## src/rtl/vec_irq_pkg.sv

```systemverilog
package vec_irq_pkg;

    localparam int NSRC       = 5;
    localparam int IDXW       = $clog2(NSRC);
    localparam int DW         = 8;
    localparam int VEC_STRIDE = 4;
    localparam int SKIP_SLOT  = 4;
    localparam int GEN_BIT    = DW - 1;

    typedef logic [NSRC-1:0] src_mask_t;
    typedef logic [DW-1:0]   word_t;

    typedef enum logic {
        SEL_CTRL = 1'b0,
        SEL_FLAG = 1'b1
    } reg_sel_e;

    typedef struct packed {
        logic              valid;
        logic [IDXW-1:0]   idx;
    } pick_t;

    typedef struct packed {
        logic   take;
        word_t  addr;
    } take_t;

    // Slot numbers start at 1; one slot is reserved and skipped.
    function automatic word_t vec_of(input logic [IDXW-1:0] idx);
        int unsigned slot;
        slot = int'(idx) + 1;
        if (slot >= SKIP_SLOT)
            slot = slot + 1;
        return word_t'(slot * VEC_STRIDE);
    endfunction

    function automatic src_mask_t onehot_of(input logic [IDXW-1:0] idx);
        return src_mask_t'(1) << idx;
    endfunction

endpackage

```

## src/rtl/vec_irq_flags.sv

```systemverilog
module vec_irq_flags
    import vec_irq_pkg::*;
(
    input  logic      clk,
    input  logic      rst,
    input  src_mask_t hw_evt,
    input  logic      sw_wr,
    input  src_mask_t sw_data,
    input  src_mask_t clr_mask,
    output src_mask_t flags
);

    src_mask_t flags_nxt;

    for (genvar i = 0; i < NSRC; i++) begin : g_flag
        always_comb begin
            flags_nxt[i] = flags[i];
            if (sw_wr)
                flags_nxt[i] = sw_data[i];
            if (clr_mask[i])
                flags_nxt[i] = 1'b0;
            if (hw_evt[i])
                flags_nxt[i] = 1'b1;
        end

        always_ff @(posedge clk) begin
            if (rst)
                flags[i] <= 1'b0;
            else
                flags[i] <= flags_nxt[i];
        end

        // an event is never lost, even against a clear
        assert_evt_sets_flag_R2: assert property (@(posedge clk) disable iff (rst)
            hw_evt[i] |=> flags[i]);

        // flag is sticky without write or service
        assert_flag_sticky_R2: assert property (@(posedge clk) disable iff (rst)
            (flags[i] && !sw_wr && !clr_mask[i]) |=> flags[i]);

        // serviced flag drops unless a new event arrives
        assert_serviced_clear_R8: assert property (@(posedge clk) disable iff (rst)
            (clr_mask[i] && !hw_evt[i]) |=> !flags[i]);
    end

endmodule

```

## src/rtl/vec_irq_regs.sv

```systemverilog
module vec_irq_regs
    import vec_irq_pkg::*;
(
    input  logic      clk,
    input  logic      rst,
    input  logic      wr_ctrl,
    input  word_t     wdata,
    input  logic      take_now,
    input  reg_sel_e  sel,
    input  src_mask_t flags,
    output src_mask_t en,
    output logic      gen,
    output word_t     rdata
);

    always_ff @(posedge clk) begin
        if (rst) begin
            en  <= '0;
            gen <= 1'b0;
        end else begin
            if (wr_ctrl) begin
                en  <= wdata[NSRC-1:0];
                gen <= wdata[GEN_BIT];
            end
            if (take_now)
                gen <= 1'b0;
        end
    end

    always_comb begin
        rdata = '0;
        if (sel == SEL_FLAG) begin
            rdata[NSRC-1:0] = flags;
        end else begin
            rdata[NSRC-1:0] = en;
            rdata[GEN_BIT]  = gen;
        end
    end

    // a take always drops the global enable
    assert_take_clears_gen_R8: assert property (@(posedge clk) disable iff (rst)
        take_now |=> !gen);

    // re-arm write without a take sets the global enable
    assert_rearm_sets_gen_R9: assert property (@(posedge clk) disable iff (rst)
        (wr_ctrl && wdata[GEN_BIT] && !take_now) |=> gen);

endmodule

```

## src/rtl/vec_irq_arb.sv

```systemverilog
module vec_irq_arb
    import vec_irq_pkg::*;
(
    input  logic      clk,
    input  logic      rst,
    input  logic      phase_stb,
    input  src_mask_t flags,
    input  src_mask_t en,
    input  logic      gen,
    output src_mask_t clr_mask,
    output logic      take_now,
    output take_t     out_q
);

    src_mask_t cand;
    pick_t     pick;

    assign cand = flags & en & {NSRC{gen}};

    // Lowest index wins: scan from the top so the last hit is the winner.
    always_comb begin
        pick = '0;
        for (int i = NSRC - 1; i >= 0; i--) begin
            if (cand[i]) begin
                pick.valid = 1'b1;
                pick.idx   = IDXW'(i);
            end
        end
    end

    assign take_now = phase_stb && pick.valid;
    assign clr_mask = take_now ? onehot_of(pick.idx) : '0;

    always_ff @(posedge clk) begin
        if (rst) begin
            out_q <= '0;
        end else begin
            out_q.take <= take_now;
            if (take_now)
                out_q.addr <= vec_of(pick.idx);
        end
    end

    // take only follows a strobe edge
    assert_take_after_strobe_R4: assert property (@(posedge clk) disable iff (rst)
        out_q.take |-> $past(phase_stb));

    // at most one source serviced, reserved vector never used
    assert_single_grant_R5: assert property (@(posedge clk) disable iff (rst)
        $onehot0(clr_mask));
    assert_no_reserved_vec_R5: assert property (@(posedge clk) disable iff (rst)
        out_q.take |-> (out_q.addr != word_t'((SKIP_SLOT) * VEC_STRIDE)));

    // a grant needs the global and the per-source enable
    assert_grant_enabled_R6: assert property (@(posedge clk) disable iff (rst)
        (clr_mask != '0) |-> (gen && ((clr_mask & en) == clr_mask)));
    assert_gen_gates_take_R7: assert property (@(posedge clk) disable iff (rst)
        out_q.take |-> $past(gen));

endmodule

```

## src/rtl/vec_irq_ctrl.sv

```systemverilog
module vec_irq_ctrl
    import vec_irq_pkg::*;
(
    input  logic             clk,
    input  logic             rst,
    input  logic             phase_stb,
    input  logic [NSRC-1:0]  hw_evt,
    input  logic             reg_wr,
    input  logic             reg_sel,
    input  logic [DW-1:0]    reg_wdata,
    output logic [DW-1:0]    reg_rdata,
    output logic             take,
    output logic [DW-1:0]    vec_addr
);

    reg_sel_e  sel;
    src_mask_t flags;
    src_mask_t en;
    src_mask_t clr_mask;
    logic      gen;
    logic      take_now;
    take_t     out_q;

    assign sel = reg_sel_e'(reg_sel);

    vec_irq_flags u_flags (
        .clk      (clk),
        .rst      (rst),
        .hw_evt   (hw_evt),
        .sw_wr    (reg_wr && sel == SEL_FLAG),
        .sw_data  (reg_wdata[NSRC-1:0]),
        .clr_mask (clr_mask),
        .flags    (flags)
    );

    vec_irq_regs u_regs (
        .clk      (clk),
        .rst      (rst),
        .wr_ctrl  (reg_wr && sel == SEL_CTRL),
        .wdata    (reg_wdata),
        .take_now (take_now),
        .sel      (sel),
        .flags    (flags),
        .en       (en),
        .gen      (gen),
        .rdata    (reg_rdata)
    );

    vec_irq_arb u_arb (
        .clk       (clk),
        .rst       (rst),
        .phase_stb (phase_stb),
        .flags     (flags),
        .en        (en),
        .gen       (gen),
        .clr_mask  (clr_mask),
        .take_now  (take_now),
        .out_q     (out_q)
    );

    assign take     = out_q.take;
    assign vec_addr = out_q.addr;

    // take is a single-cycle pulse (gen drops on every take)
    assert_take_pulse_R4: assert property (@(posedge clk) disable iff (rst)
        take |=> !take);

    // state right after reset is idle
    assert_reset_idle_R1: assert property (@(posedge clk)
        $past(rst) |-> (!take && !gen && flags == '0 && en == '0));

endmodule

```

## config.mk

```make
export PLATFORM = sky130hd
export DESIGN_NAME = vec_irq_ctrl
export DESIGN_NICKNAME = d
export VERILOG_FILES = /design/src/rtl/vec_irq_pkg.sv /design/src/rtl/vec_irq_flags.sv /design/src/rtl/vec_irq_regs.sv /design/src/rtl/vec_irq_arb.sv /design/src/rtl/vec_irq_ctrl.sv
export SDC_FILE = /design/constraint.sdc
export NUM_CORES = 1
export LEC_CHECK = 0
export ABC_AREA = 0
export BUFFER_PORTS_ARGS = -buffer_cell sky130_fd_sc_hd__buf_2
export CAP_MARGIN = 20
export CORE_MARGIN = 5
export CORE_UTILIZATION = 50
export CTS_BUF_LIST = sky130_fd_sc_hd__clkbuf_4 sky130_fd_sc_hd__clkbuf_8
export CTS_CLUSTER_SIZE = 10
export DETAILED_ROUTE_END_ITERATION = 8
export GPL_TIMING_DRIVEN = 1
export PLACE_DENSITY = 0.88
export SLEW_MARGIN = 20
export SYNTH_ARGS = -nofsm -noshare
export SYNTH_HDL_FRONTEND = slang
export SYNTH_SLANG_ARGS = --single-unit
```

## constraint.sdc

```tcl
create_clock -name clk -period 2.4 [get_ports clk]
set_input_delay 0.24 -clock clk [delete_from_list [all_inputs] [get_ports clk]]
set_output_delay 0.24 -clock clk [all_outputs]
set_load 0.005 [all_outputs]
```

# Yosys cells after proc, flatten, opt, wreduce, memory -nomap -nowiden
# Cells that the tools add are included.
word_totals:
  register_bits: 18
  out_inout_bits: 17
  elab_cells: 49
op_classes:
  bitwise_logic: 3
  shifts: 1
  reduce_logical: 9
  mux: 24
  magnitude_cmp: 1
  add_sub_neg: 2
ops:
  columns: ["op", "count"]
  rows:
  - ["greater-or-equal comparator 32 x 3 -> 1 bit, second input constant", 1]
  - ["2-to-1 mux 4 bit", 5]
  - ["2-to-1 mux 1 bit", 16]
  - ["nonzero test 3 bit", 5]
  - ["bitwise AND 5 bit", 2]
  - ["2-to-1 mux 5 bit", 2]
  - ["adder 6 x 1 -> 6 bit, second input constant", 1]
  - ["2-to-1 mux 6 bit", 1]
  - ["left shift 1 x 3 -> 5 bit, first input constant", 1]
  - ["adder 3 x 1 -> 4 bit, second input constant", 1]
  - ["logical AND 1 bit", 3]
  - ["OR reduction 2 bit", 1]
  - ["inverter 1 bit", 1]

# Depth between registers and ports, before layout
depth:
  depth_word: 11
  ltp_mapped: 9
  depth_no_buf: 8

# By module
# A second synthesis with hierarchy kept.
hier_totals:
  hier_cells: 117
  area_unflattened_um2: 1102.3
modules_own_cells:
  columns: ["mod", "instances", "cells_each", "area_per_inst_um2"]
  rows:
  - ["vec_irq_arb", 1, 65, 525.5]
  - ["vec_irq_regs", 1, 28, 300.3]
  - ["vec_irq_flags", 1, 22, 260.2]
  - ["vec_irq_ctrl", 1, 2, 16.3]

# Worst setup path after synthesis
# No wires, ideal clock.
synth_timing:
  path_kind: "register -> register"
  start: "reg u_regs.en[2]"
  end: "reg, netlist name u_arb.out_q[2]"
  path_slack_ps: 418
  path_stages_with_launch: 8
  t_required_ps: 2272
  t_arrival_ps: 1854
  n_path_buf: 0
  path_cell_list: "dfxtp_1 -> a22o_1 -> nor4_2 -> inv_1 -> ha_1 -> or4b_4 -> o211ai_2 -> a21oi_2"
synth_between:
  elab_chain_cells: 8
  elab_cells_between_ends: 10
synth_lines:
  columns: ["element", "line", "rtl"]
  rows:
  - ["start, declared", "vec_irq_regs.sv:11", "output src_mask_t en,"]
  - ["start signal, assigned", "vec_irq_regs.sv:22", "en <= wdata[NSRC-1:0];"]
  - ["bitwise AND 5 bit (*) (2 in series)", "vec_irq_arb.sv:18", "assign cand = flags & en & {NSRC{gen}};"]
  - ["2-to-1 mux 4 bit (*) (3 in series)", "vec_irq_arb.sv:24", "if (cand[i]) begin"]
  - ["adder 3 x 1 -> 4 bit", "vec_irq_pkg.sv:31", "slot = int'(idx) + 1;"]
  - ["greater-or-equal comparator 32 x 3 -> 1 bit / adder 6 x 1 -> 6 bit (equally long branches)", "vec_irq_pkg.sv:32, vec_irq_pkg.sv:33", null]
  - ["2-to-1 mux 6 bit", "vec_irq_pkg.sv:32", "if (slot >= SKIP_SLOT)"]
# Every way passes the cells marked *; elsewhere a longest branch is shown, timed or not.
# A chain may end at the register's enable or synchronous reset.

# Final worst setup path
layout_timing:
  start: "reg u_regs.en[2]"
  end: "reg, netlist name u_arb.out_q[2]"
layout_between:
  elab_chain_cells: 8
  elab_cells_between_ends: 10
layout_lines:
  columns: ["element", "line"]
  rows:
  - ["bitwise AND 5 bit (*) (2 in series)", "vec_irq_arb.sv:18"]
  - ["2-to-1 mux 4 bit (*) (3 in series)", "vec_irq_arb.sv:24"]
  - ["adder 3 x 1 -> 4 bit", "vec_irq_pkg.sv:31"]
  - ["greater-or-equal comparator 32 x 3 -> 1 bit / adder 6 x 1 -> 6 bit (equally long branches)", "vec_irq_pkg.sv:32, vec_irq_pkg.sv:33"]
  - ["2-to-1 mux 6 bit", "vec_irq_pkg.sv:32"]
# Marks and branches as above.

==> out/qor.csv <==
metric,value,unit
critPathRequiredTime,2.58,ns
ys_seq_area_share,35.1,%
numCtsBuffers,3,
fillers,180,
drv_slew,0,
fp.dieArea,2920,um^2
worst_pin_slew,0.734,ns
relSlewSlack,51.0,%
status,finished clean,
dp_slack,0.346,ns
seq_area,340,um^2
synthAdderAreaFrac,2.58,%
r2r_cells,7,
diodes,0,
r2r_setup_slack,0.31,ns
drc,0,
grt_overflow,0,
fin_crit,2.09,ns
clkSlewWorstSetupHoldPaths,0.09,ns
fmax,479,MHz
cts.hold.buffers_added,0,
synth_top_family_by_area,simple AND/OR/NAND/NOR gates,
die_h,54.0,um
grt_max_degree,18,
pwr-share-comb,15.2,%
netlist_area,970,um^2
ir_drop,0.304,mV
drv_cap,0,
hold_viol_final,0,
ios,35,
p_leak,0.498,nW
clock_tree.buffer_depth,2,
cts_sinks,17,
synth_warnings,0,
crit_path_end_kind,register,
finalWirelength,2290,um
critPathMaxFanout,5,
drt_first_pass_iters,4,
fp.dieW,54.0,um
power_switching,0.145,mW
post_cts_buffers,0,
power.internal,0.412,mW
synth_edf_count,0,
rsz0062_at_grt,false,
gp_congestion,0.939,
worstHoldPathCells,3,
syn_to_final_growth,15.5,%
worstPathArrival,2.27,ns
coreArea,1900,um^2
dominantRegCellSynth,dfxtp_1,
root_buffer,clkbuf_4,
switching_share,26.0,%
synth_mux_area_share,16.4,%
synth_cell_types,33,
synthCells,111,
antenna_found_initial,0,
hold-worst-slack,0.153,ns
setup_ws,0.312,ns
setup_viol,0,
design_area,1120,um^2
power.share.sequential,55.7,%
path_class,register to register,
vias_per_cell,5.44,
nets,157,
synth_seq_cells,17,
synth-compound-area-share,17.9,%
numPortBuffers,27,
clockPowerShare,29.2,%
insertion_delay,0.29,ns
rows,16,
multi_input_area,558,um^2
p_per_area,497,nW/um^2
synth_xor_xnor_area_share,0,%
crit_path_start_kind,register,
period_share,87.0,%
cts_resized,0,
clock_skew,0.00452,ns
setup-tns-final,0,ns
grt_pass1_vias,857,
cts_max_level,1,
grt_pass1_wl,3700,um
drtIter0Drc,28,
drive_above_1_share,34.6,%
cts_tree,built,
grtUsageTotal,17.7,%
wl_per_cell,14.1,um
placed_cell_area,1090,um^2
ant_nets,0,
synthSimpleGateAreaFrac,18.7,%
dp_hpwl,1710,um
start_util,51.0,%
vias,886,
hold_class,primary input to register,
async_flop_share,0,%
synth.avg_cell_area,8.74,um^2
-- flip-flops by register name, indices dropped and copies added, names as in the netlist --
name	cells
u_arb.out_q	6
u_flags.flags	5
u_regs.en	5
u_regs.gen	1
-- metrics by stage --
step                      power [mW]  std cells  utilization (%)
final                          0.556        163             58.9
after floorplan                0.374        115                -
after detailed placement       0.400        159             57.3
after CTS                      0.562        163             58.9
after global placement         0.395        159             57.3
after global routing           0.588        163             58.9
-- per-layer routing --
layer  up-vias  global-route usage, %  part of all wire, %
met5         -                      0                    0
met3        11                   2.77                  7.4
met4         0                   12.4                  3.9
met1       405                   20.5                   40
li1        431                      -                    -
met2        39                   29.4                   48
-- layout make-up --
cell class	instances	share of cell area (%)
Sequential cell	17	30.4
Inverter	4	1.34
Tap cell	27	3.02
Timing Repair Buffer	28	12.7
Clock buffer	4	2.68
Multi-Input combinational cell	83	49.8
-- power groups by stage --
stage / logic [mW] / registers [mW] / clock network [mW]
3_5_place_dp: 0.0838 / 0.316 / 0
4_1_cts: 0.0846 / 0.310 / 0.168
5_1_grt: 0.0934 / 0.312 / 0.182
3_3_place_gp: 0.0805 / 0.315 / 0
6_report: 0.0843 / 0.310 / 0.162
2_1_floorplan: 0.0636 / 0.311 / 0
-- synthesized netlist by cell type, types with 2 or more instances --
cell      instances  area share (%)
a31oi_1           2             1.3
nand3_1           3             1.5
inv_1             3             1.2
mux2_2            7             8.1
mux2i_1           8             8.3
nor3_1            2             1.0
a32oi_1           2             1.8
nand4_1           2             1.3
a21oi_1           7             3.6
buf_4             5             3.9
nor2_1           16             6.2
a21oi_2           2             1.8
clkbuf_1          2            0.77
ha_1              2             2.6
buf_2             3             1.5
a22oi_1           2             1.5
dfxtp_1          17              35
a22o_1            2             1.8
nand2_1          10             3.9
-- worst max-delay path, cell delays in order, from the launching register on --
cell	delay [ns]
dfxtp_1	0.36
a22o_1	0.28
nor4_2	0.26
inv_1	0.08
ha_1	0.35
or4b_4	0.48
o211ai_2	0.09
a21oi_2	0.07
-- cells by family (layout without fill, tap and decap cells) --
logic type	after synthesis	in the layout
fa+ha+maj	2	2
flops	17	17
other cells	1	5
buf+inv	15	36
compound gates	23	23
simple gates	38	38
mux	15	15
-- placed cells by master, fill, tap and decap left out, drive strengths merged --
cell / Yosys / layout
buf: 9 / 28
dfxtp: 17 / 17
nor2: 16 / 16
nand2: 10 / 10
a21oi: 9 / 9
mux2i: 8 / 8
mux2: 7 / 7
conb: 1 / 5
clkbuf: 2 / 4
inv: 4 / 4
nand3: 3 / 3
a22o: 2 / 2
a22oi: 2 / 2
nor3: 2 / 2
a31oi: 2 / 2
a32oi: 2 / 2
nand4: 2 / 2
ha: 2 / 2
nor4: 1 / 1
a21boi: 1 / 1
or4b: 1 / 1
and2: 1 / 1
o211ai: 1 / 1
nor3b: 1 / 1
nor2b: 1 / 1
o21ai: 1 / 1
o21ba: 1 / 1
o21bai: 1 / 1
a211oi: 1 / 1
-- final timing paths --
check	start	end
worst max-delay path	u_regs.en[2]$_SDFFE_PP0P_	u_arb.out_q[2]$_SDFFE_PP0P_
worst min-delay path	hw_evt[4]	u_flags.flags[4]$_SDFFE_PP0P_
worst max register to register	u_regs.en[2]$_SDFFE_PP0P_	u_arb.out_q[2]$_SDFFE_PP0P_
worst min register to register	u_arb.out_q[2]$_SDFFE_PP0P_	u_arb.out_q[2]$_SDFFE_PP0P_
No activity file was read; power rests on OpenSTA's default activity.
